### src/rtl/stby_pkg.sv
package stby_pkg;

  typedef enum logic [2:0] {
    ST_RUN      = 3'd0,
    ST_PEND_WFI = 3'd1,
    ST_PEND_WFE = 3'd2,
    ST_IDLE_WFI = 3'd3,
    ST_IDLE_WFE = 3'd4
  } stby_state_e;

endpackage

### src/rtl/stby_hold.sv
// Temporary clock hold for one traffic source: active from request to done,
// then for TAIL_CYC further cycles.
module stby_hold #(
  parameter int TAIL_CYC = 1
) (
  input  logic clk,
  input  logic rst_n,
  input  logic req_i,
  input  logic done_i,
  output logic active_o
);
  localparam int CW = (TAIL_CYC < 1) ? 1 : $clog2(TAIL_CYC + 1);

  logic          busy_q, busy_d;
  logic [CW-1:0] tail_q, tail_d;
  logic          open_c;

  assign open_c = busy_q | req_i;

  always_comb begin
    busy_d = open_c & ~done_i;
    tail_d = tail_q;
    if (open_c && done_i) begin
      tail_d = CW'(TAIL_CYC);
    end else if (tail_q != '0) begin
      tail_d = tail_q - CW'(1);
    end
  end

  always_ff @(posedge clk or negedge rst_n) begin
    if (!rst_n) begin
      busy_q <= 1'b0;
      tail_q <= '0;
    end else begin
      busy_q <= busy_d;
      tail_q <= tail_d;
    end
  end

  assign active_o = open_c | (tail_q != '0);

endmodule

### src/rtl/stby_seq.sv
// Idle-state sequencer: entry after drain, flavour-specific exit decode.
module stby_seq
  import stby_pkg::*;
(
  input  logic clk,
  input  logic rst_n,
  input  logic wfi_req_i,
  input  logic wfe_req_i,
  input  logic drained_i,
  input  logic mem_idle_i,
  input  logic irq_wake_i,
  input  logic bcast_i,
  input  logic event_i,
  input  logic tcm_req_i,
  output logic in_idle_o,
  output logic wake_now_o,
  output logic idle_wfi_o,
  output logic idle_wfe_o
);
  stby_state_e state_q, state_d;
  logic        wfi_exit_c, wfe_exit_c;

  assign wfi_exit_c = irq_wake_i | bcast_i;
  assign wfe_exit_c = wfi_exit_c | event_i | tcm_req_i;

  always_comb begin
    state_d = state_q;
    unique case (state_q)
      ST_RUN: begin
        if (wfi_req_i)      state_d = ST_PEND_WFI;
        else if (wfe_req_i) state_d = ST_PEND_WFE;
      end
      ST_PEND_WFI: begin
        if (wfi_exit_c)     state_d = ST_RUN;
        else if (drained_i) state_d = ST_IDLE_WFI;
      end
      ST_PEND_WFE: begin
        if (wfe_exit_c)                   state_d = ST_RUN;
        else if (drained_i && mem_idle_i) state_d = ST_IDLE_WFE;
      end
      ST_IDLE_WFI: if (wfi_exit_c) state_d = ST_RUN;
      ST_IDLE_WFE: if (wfe_exit_c) state_d = ST_RUN;
      default:     state_d = ST_RUN;
    endcase
  end

  always_ff @(posedge clk or negedge rst_n) begin
    if (!rst_n) state_q <= ST_RUN;
    else        state_q <= state_d;
  end

  assign idle_wfi_o = (state_q == ST_IDLE_WFI);
  assign idle_wfe_o = (state_q == ST_IDLE_WFE);
  assign in_idle_o  = idle_wfi_o | idle_wfe_o;
  assign wake_now_o = (idle_wfi_o & wfi_exit_c) | (idle_wfe_o & wfe_exit_c);

endmodule

### src/rtl/stby_clk_ctrl.sv
// Standby clock-gating controller for one core.
module stby_clk_ctrl #(
  parameter int NSRC     = 3,
  parameter int TCM_IDX  = 2,
  parameter int TAIL_CYC = 1
) (
  input  logic            clk,
  input  logic            rst_n,
  input  logic            wfi_req_i,
  input  logic            wfe_req_i,
  input  logic            drained_i,
  input  logic            mem_idle_i,
  input  logic [NSRC-1:0] svc_req_i,
  input  logic [NSRC-1:0] svc_done_i,
  input  logic            event_i,
  input  logic            irq_wake_i,
  input  logic            bcast_i,
  output logic            clk_en_o,
  output logic            standby_wfi_o,
  output logic            standby_wfe_o
);
  logic [NSRC-1:0] svc_act;
  logic            in_idle, wake_now;

  for (genvar g = 0; g < NSRC; g++) begin : g_hold
    stby_hold #(.TAIL_CYC(TAIL_CYC)) u_hold (
      .clk      (clk),
      .rst_n    (rst_n),
      .req_i    (svc_req_i[g]),
      .done_i   (svc_done_i[g]),
      .active_o (svc_act[g])
    );
  end

  stby_seq u_seq (
    .clk        (clk),
    .rst_n      (rst_n),
    .wfi_req_i  (wfi_req_i),
    .wfe_req_i  (wfe_req_i),
    .drained_i  (drained_i),
    .mem_idle_i (mem_idle_i),
    .irq_wake_i (irq_wake_i),
    .bcast_i    (bcast_i),
    .event_i    (event_i),
    .tcm_req_i  (svc_req_i[TCM_IDX]),
    .in_idle_o  (in_idle),
    .wake_now_o (wake_now),
    .idle_wfi_o (standby_wfi_o),
    .idle_wfe_o (standby_wfe_o)
  );

  assign clk_en_o = ~in_idle | wake_now | (|svc_act);

endmodule

### config.mk
export PLATFORM = sky130hd
export DESIGN_NAME = stby_clk_ctrl
export DESIGN_NICKNAME = d
export VERILOG_FILES = /design/src/rtl/stby_pkg.sv /design/src/rtl/stby_hold.sv /design/src/rtl/stby_seq.sv /design/src/rtl/stby_clk_ctrl.sv
export SDC_FILE = /design/constraint.sdc
export NUM_CORES = 1
export LEC_CHECK = 0
export ABC_AREA = 0
export CORE_AREA = 2 2 39 41
export DETAILED_ROUTE_END_ITERATION = 16
export DIE_AREA = 0 0 41 43
export GPL_TIMING_DRIVEN = 1
export PLACE_DENSITY = 0.66
export SLEW_MARGIN = 15
export SYNTH_ARGS = -nofsm -noshare
export SYNTH_HDL_FRONTEND = slang
export SYNTH_SLANG_ARGS = --single-unit
export TNS_END_PERCENT = 5
### constraint.sdc
create_clock -name clk -period 1.55 [get_ports clk]
set_clock_uncertainty 0.05 [all_clocks]
set_input_delay 0.2325 -clock clk [delete_from_list [all_inputs] [get_ports clk]]
set_output_delay 0.2325 -clock clk [all_outputs]
set_load 0.03 [all_outputs]
; Word-level counts from Yosys, hierarchy flattened
; Index checks and enable logic that the tools add are counted.
; W data, S select, Z words.
[word_totals]
output_inout_bits = 3
input_bits = 15
elab_cells = 63
register_bits = 9
[classes]
eq_ne = 9
mux = 15
bitwise = 22
reduce_logical = 7
add_sub_neg = 3
[op_table]
columns = cell, n
row1 = $mux W3, 8
row2 = $pmux W3 S5, 1
row3 = $or A1 B1 Y1, 13
row4 = $eq A3 B2 Y1 const B, 2
row5 = $mux W1, 6
row6 = $and A1 B1 Y1, 5
row7 = $reduce_and A5 Y1, 1
row8 = $logic_and A1 B1 Y1, 4
row9 = $ne A2 B2 Y1 const B, 2
row10 = $not A1 Y1, 4
row11 = $eq A3 B1 Y1 const B, 1
row12 = $eq A3 B3 Y1 const B, 1
row13 = $logic_not A3 Y1, 1
row14 = $ne A3 B1 Y1 const B, 1
row15 = $ne A3 B2 Y1 const B, 1
row16 = $ne A3 B3 Y1 const B, 1
row17 = $reduce_or A3 Y1, 1
row18 = $sub A1 B1 Y1 const B, 3

; Logic depth before layout (Yosys ltp)
[logic_depth]
word_depth = 7
mapped_depth = 4
ltp_nobuf = 4

; Modules after synthesis
; Synthesis repeated with hierarchy kept, for this count alone.
[unflattened]
hier_cells = 42
hier_area_um2 = 439.2
[modules_own_cells]
columns = module, n_inst, seq_area_each_um2, cells_each, area_per_inst_um2
row1 = stby_hold, 3, 50.0, 5, 73.8
row2 = stby_seq, 1, 75.1, 25, 203.9
row3 = stby_clk_ctrl, 1, 0.0, 2, 13.8

; Least setup slack after synthesis
; No wires, ideal clock.
[synth_timing]
kind = flip-flop to flip-flop
startpoint = register u_seq.state_q[0]
endpoint = register u_seq.state_q[1]
path_buffers = 0
setup_slack_ns = -0.059
path_stages_with_launch = 5
t_required_ns = 1.372
arrival_ns = 1.432
setup_time_ns = 0.128
period_less_slack_ns = 1.609
cell_sequence = dfrtp_1 > or3b_4 > a211o_1 > o211ai_2 > mux2_1
[synth_via]
elab_chain_len = 3
word_cells_on_any_way = 12
classes_between = eq/ne: 9 / mux: 1 / reduce/logical: 2
[synth_lines]
columns = item, line_no
row1 = start: declaration, stby_seq.sv:20  ; stby_state_e state_q, state_d;
row2 = start signal: assignment, stby_seq.sv:49  ; else state_q <= state_d;
row3 = "$eq A3 B2 Y1, or another cell as far along", stby_seq.sv:28  ; unique case (state_q)
row4 = "$ne A3 B1 Y1 (no line), or another cell as far along", --
row5 = $reduce_and A5 Y1 (no line), --
; Parallel ways exist; a longest one is shown, timed or not.
; A chain may end at the register's enable or synchronous reset.

; Worst setup path in the final report
; Same ends and word-level chain as after synthesis.

==> run_summary.xml <==
<?xml version="1.0" encoding="UTF-8"?>
<metrics>
  <group name="run_status">
    <metric name="run_status" unit="">finished, violations left</metric>
    <metric name="violated_checks" unit="">negative setup slack</metric>
  </group>
  <group name="synthesis">
    <metric name="postSynthNetCount" unit="">61</metric>
    <metric name="synth_compound_gate_area_share" unit="">0.120</metric>
    <metric name="synth-main-ff-cell" unit="">dfrtp_1</metric>
    <metric name="synthesis.area" unit="um2">438</metric>
    <metric name="synth-edff-count" unit="">0</metric>
    <metric name="largest_family_of_logic_cells_by_synthesized_area" unit="">simple AND/OR/NAND/NOR gates</metric>
    <metric name="synth_area_leaders" unit="">dfrtp_1 (51%), nor2_1 (6.9%), nor2b_1 (5.7%)</metric>
    <metric name="synth.lib_cells_used.distinct" unit="">18</metric>
    <metric name="synthArstFlopShare" unit="">1.00</metric>
    <metric name="yosys-mux-area-fraction" unit="">0.0257</metric>
    <metric name="yosysTopAreaCellShare" unit="">0.514</metric>
    <metric name="postSynthCellCount" unit="">46</metric>
    <metric name="most_instantiated_cells_after_synthesis" unit="">dfrtp_1 (9), nor2_1 (8), nand2_1 (4), nor2b_1 (4), nor3_1 (4)</metric>
    <metric name="synth.largest_area_cell" unit="">dfrtp_1</metric>
    <metric name="synth_area_per_inst" unit="um2">9.52</metric>
    <metric name="ys_seq_area_frac" unit="">0.514</metric>
    <metric name="yosysWarningCount" unit="">0</metric>
    <metric name="post-synth-top-count-cell" unit="">dfrtp_1</metric>
    <metric name="yosys.area_share.adder" unit="">0</metric>
    <metric name="synth_xor_xnor_area_share" unit="">0</metric>
    <metric name="synth_simple_gate_area_share" unit="">0.331</metric>
    <metric name="synth_seq_cells" unit="">9</metric>
  </group>
  <group name="critical_path">
    <metric name="crit_type" unit="">flop to flop</metric>
    <metric name="critical_path.startpoint_type" unit="">flop</metric>
    <metric name="r2r-start" unit="">u_seq.state_q[0]</metric>
    <metric name="crit_required" unit="ps">1640</metric>
    <metric name="crit_family" unit="">simple AND/OR/NAND/NOR gates</metric>
    <metric name="rr_endpoint" unit="">u_seq.state_q[1]</metric>
    <metric name="crit_fanout" unit="">3</metric>
    <metric name="cpPeakStageDelay" unit="ps">400</metric>
    <metric name="ff2ff_setup_slack" unit="ps">-150</metric>
    <metric name="timing.critical_path.cells" unit="">or3b_4 -&gt; buf_4 -&gt; a211o_1 -&gt; o211ai_2 -&gt; mux2_4</metric>
    <metric name="r2r_cells" unit="">5</metric>
    <metric name="cp.buffers_inverters" unit="">1</metric>
    <metric name="worst_ep_arrival_time" unit="ps">1790</metric>
    <metric name="sort_of_element_at_the_end_of_the_critical_path" unit="">flop</metric>
    <metric name="crit_slowest_cell" unit="">or3b_4</metric>
  </group>
  <group name="floorplanning">
    <metric name="num_rows" unit="">14</metric>
    <metric name="die_area" unit="mm2">0.00176</metric>
    <metric name="chipWidth" unit="um">41</metric>
    <metric name="io_pins" unit="">18</metric>
    <metric name="core_area" unit="mm2">0.00138</metric>
    <metric name="starting_density" unit="">0.316</metric>
    <metric name="die_height" unit="um">43</metric>
  </group>
  <group name="timing">
    <metric name="timing_worst_slew_pin_value" unit="ps">367</metric>
    <metric name="fin_ws" unit="ps">-149</metric>
    <metric name="final-hold-violation-count" unit="">0</metric>
    <metric name="grt_setup_unrepaired" unit="">yes</metric>
    <metric name="layout_min_cycle_time" unit="ps">1700</metric>
    <metric name="timing.setup.tns" unit="ps">-346</metric>
    <metric name="timing.final.max_slew_violations" unit="">0</metric>
    <metric name="setup-violations-final" unit="">3</metric>
    <metric name="fin_crit_sh" unit="">1.10</metric>
    <metric name="max_clock_freq" unit="MHz">589</metric>
    <metric name="worst_slew_margin_rel" unit="">0.754</metric>
  </group>
  <group name="cts">
    <metric name="cts_tree" unit="">yes</metric>
    <metric name="cts_hold_repair.buffers" unit="">0</metric>
    <metric name="clock_tree.htree_level_count" unit="">1</metric>
    <metric name="clock_path_buffers" unit="">2</metric>
    <metric name="path_clk_slew" unit="ps">60</metric>
    <metric name="cts_inserted_buffers" unit="">3</metric>
    <metric name="clock_sink_count" unit="">9</metric>
    <metric name="cts_root_buf" unit="">clkbuf_4</metric>
    <metric name="clock_latency" unit="ps">260</metric>
  </group>
  <group name="global_routing">
    <metric name="grt_antenna_before_repair" unit="">0</metric>
    <metric name="groute.usage.overall" unit="">0.120</metric>
    <metric name="grt_pass1_vias" unit="">390</metric>
    <metric name="maximum_number_of_pins_on_one_net_before_global_route_repair" unit="">10</metric>
    <metric name="global_route_wire_length_before_repair" unit="um">1410</metric>
    <metric name="grt-ovfl-total" unit="">0</metric>
  </group>
  <group name="job">
    <metric name="drv_cap" unit="">0</metric>
  </group>
  <group name="route">
    <metric name="drtPass1Iterations" unit="">4</metric>
    <metric name="dr_total_vias" unit="">432</metric>
    <metric name="route.final.wire_length" unit="um">936</metric>
    <metric name="route.detailed.vias_per_inst" unit="">4.65</metric>
    <metric name="drc_errors" unit="">0</metric>
    <metric name="route.detailed.wl_per_inst" unit="um">10.1</metric>
    <metric name="remaining_number_of_nets_flagged_by_the_antenna_check_after_routing" unit="">0</metric>
    <metric name="drt_first_iter_violations" unit="">3</metric>
  </group>
  <group name="final_layout">
    <metric name="ant_diodes" unit="">0</metric>
    <metric name="multi_input_area" unit="um2">224</metric>
    <metric name="fill_cells" unit="">131</metric>
    <metric name="area_delta_synth_final" unit="%">71.4</metric>
    <metric name="drive_gt1_frac" unit="">0.299</metric>
    <metric name="flip_flop_and_latch_area" unit="um2">225</metric>
    <metric name="fin_nets" unit="">93</metric>
  </group>
  <group name="place">
    <metric name="routabilityCongestion" unit="">0.650</metric>
    <metric name="io_buffer_count" unit="">17</metric>
    <metric name="dpl.hpwl" unit="um">721</metric>
    <metric name="dp_worst_slack" unit="ps">-693</metric>
  </group>
  <group name="min_path">
    <metric name="worst_hold_path_type" unit="">input pin to asynchronous set/reset pin</metric>
  </group>
  <group name="pwr">
    <metric name="power.ir.vdd_worst" unit="uV">632</metric>
    <metric name="cellPowerDensity" unit="mW/mm2">1020</metric>
    <metric name="leakagePower" unit="nW">0.337</metric>
  </group>
</metrics>
## worst register-to-register path: stages, from the launching register on
cell and delay [ps]:
dfrtp_1 360, or3b_4 400, buf_4 150, a211o_1 230
o211ai_2 70, mux2_4 310
## final cells by class
class	count	area share
multi-input cells	36	0.298
clock buffers	3	0.0300
clock inverters	1	0.00667
inverters	1	0.00500
repair buffers	27	0.333
well taps	16	0.0267
flip-flops and latches	9	0.300
## power breakdown
| group | switching (mW) | leakage, nW | internal [mW] |
|---|---|---|---|
| clock | 0.0815 | 0.0177 | 0.0951 |
| combinational | 0.126 | 0.205 | 0.178 |
| sequential | 0.0194 | 0.114 | 0.267 |
| total | 0.227 | 0.337 | 0.540 |
## sequential cells by signal (all words and copies together) (netlist names)
signal / cells
g_hold.u_hold.busy_q: 3
u_seq.state_q: 3
g_hold.u_hold.tail_q: 3
## layer usage
layer / vias up / track usage / share of wire
met1: 200 / 0.145 / 0.40
met3: 0 / 0.0785 / 0.065
met2: 11 / 0.178 / 0.53
met5: - / 0 / 0
li1: 221 / - / -
met4: 0 / 0.0200 / 0
## how the worst max path moves through the flow
stage,startpoint,end,slack [ps],cells past startpoint
global route,svc_req_i[2],clk_en_o,-190,6
CTS,svc_req_i[2],clk_en_o,-160,6
detailed placement,bcast_i,clk_en_o,-690,5
finish,u_seq.state_q[0],u_seq.state_q[1],-150,5
floorplan,u_seq.state_q[0],u_seq.state_q[1],-8,4
global placement,bcast_i,clk_en_o,-680,5
## cells in the final DEF (no fill, tap or decap), types with 2 or more instances in the layout
| cell | instances |
|---|---|
| nand2_1 | 4 |
| clkbuf_4 | 3 |
| nand2b_1 | 2 |
| nor2_1 | 7 |
| dfrtp_1 | 9 |
| dlygate4sd2_1 | 2 |
| clkdlybuf4s50_1 | 12 |
| a21oi_1 | 2 |
| buf_6 | 4 |
| nand4_1 | 2 |
| buf_4 | 9 |
| nor2b_1 | 4 |
| nor3_1 | 4 |
## cells by family after synthesis
logic type / after synthesis
simple gates: 28
flops: 9
compound gates: 7
mux: 1
buf+inv: 1
## stage by stage
step	hold WS, ps	power (mW)	instance area, um2	util	cells
after floorplan	-113	0.418	438	-	46
after global placement	426	0.545	683	0.494	87
after detailed placement	439	0.546	683	0.494	87
after CTS	211	0.764	742	0.536	93
after global routing	235	0.819	751	0.542	93
final	198	0.767	751	0.542	93
## what timing repair did
action / in CTS / in global routing
setup endpoints to repair: 3 / 4
gates resized for setup: 13 / 3
pin swaps: 2 / 0
buffers inserted: 2 / 0
Note: power is estimated with default switching activity, not from simulation.
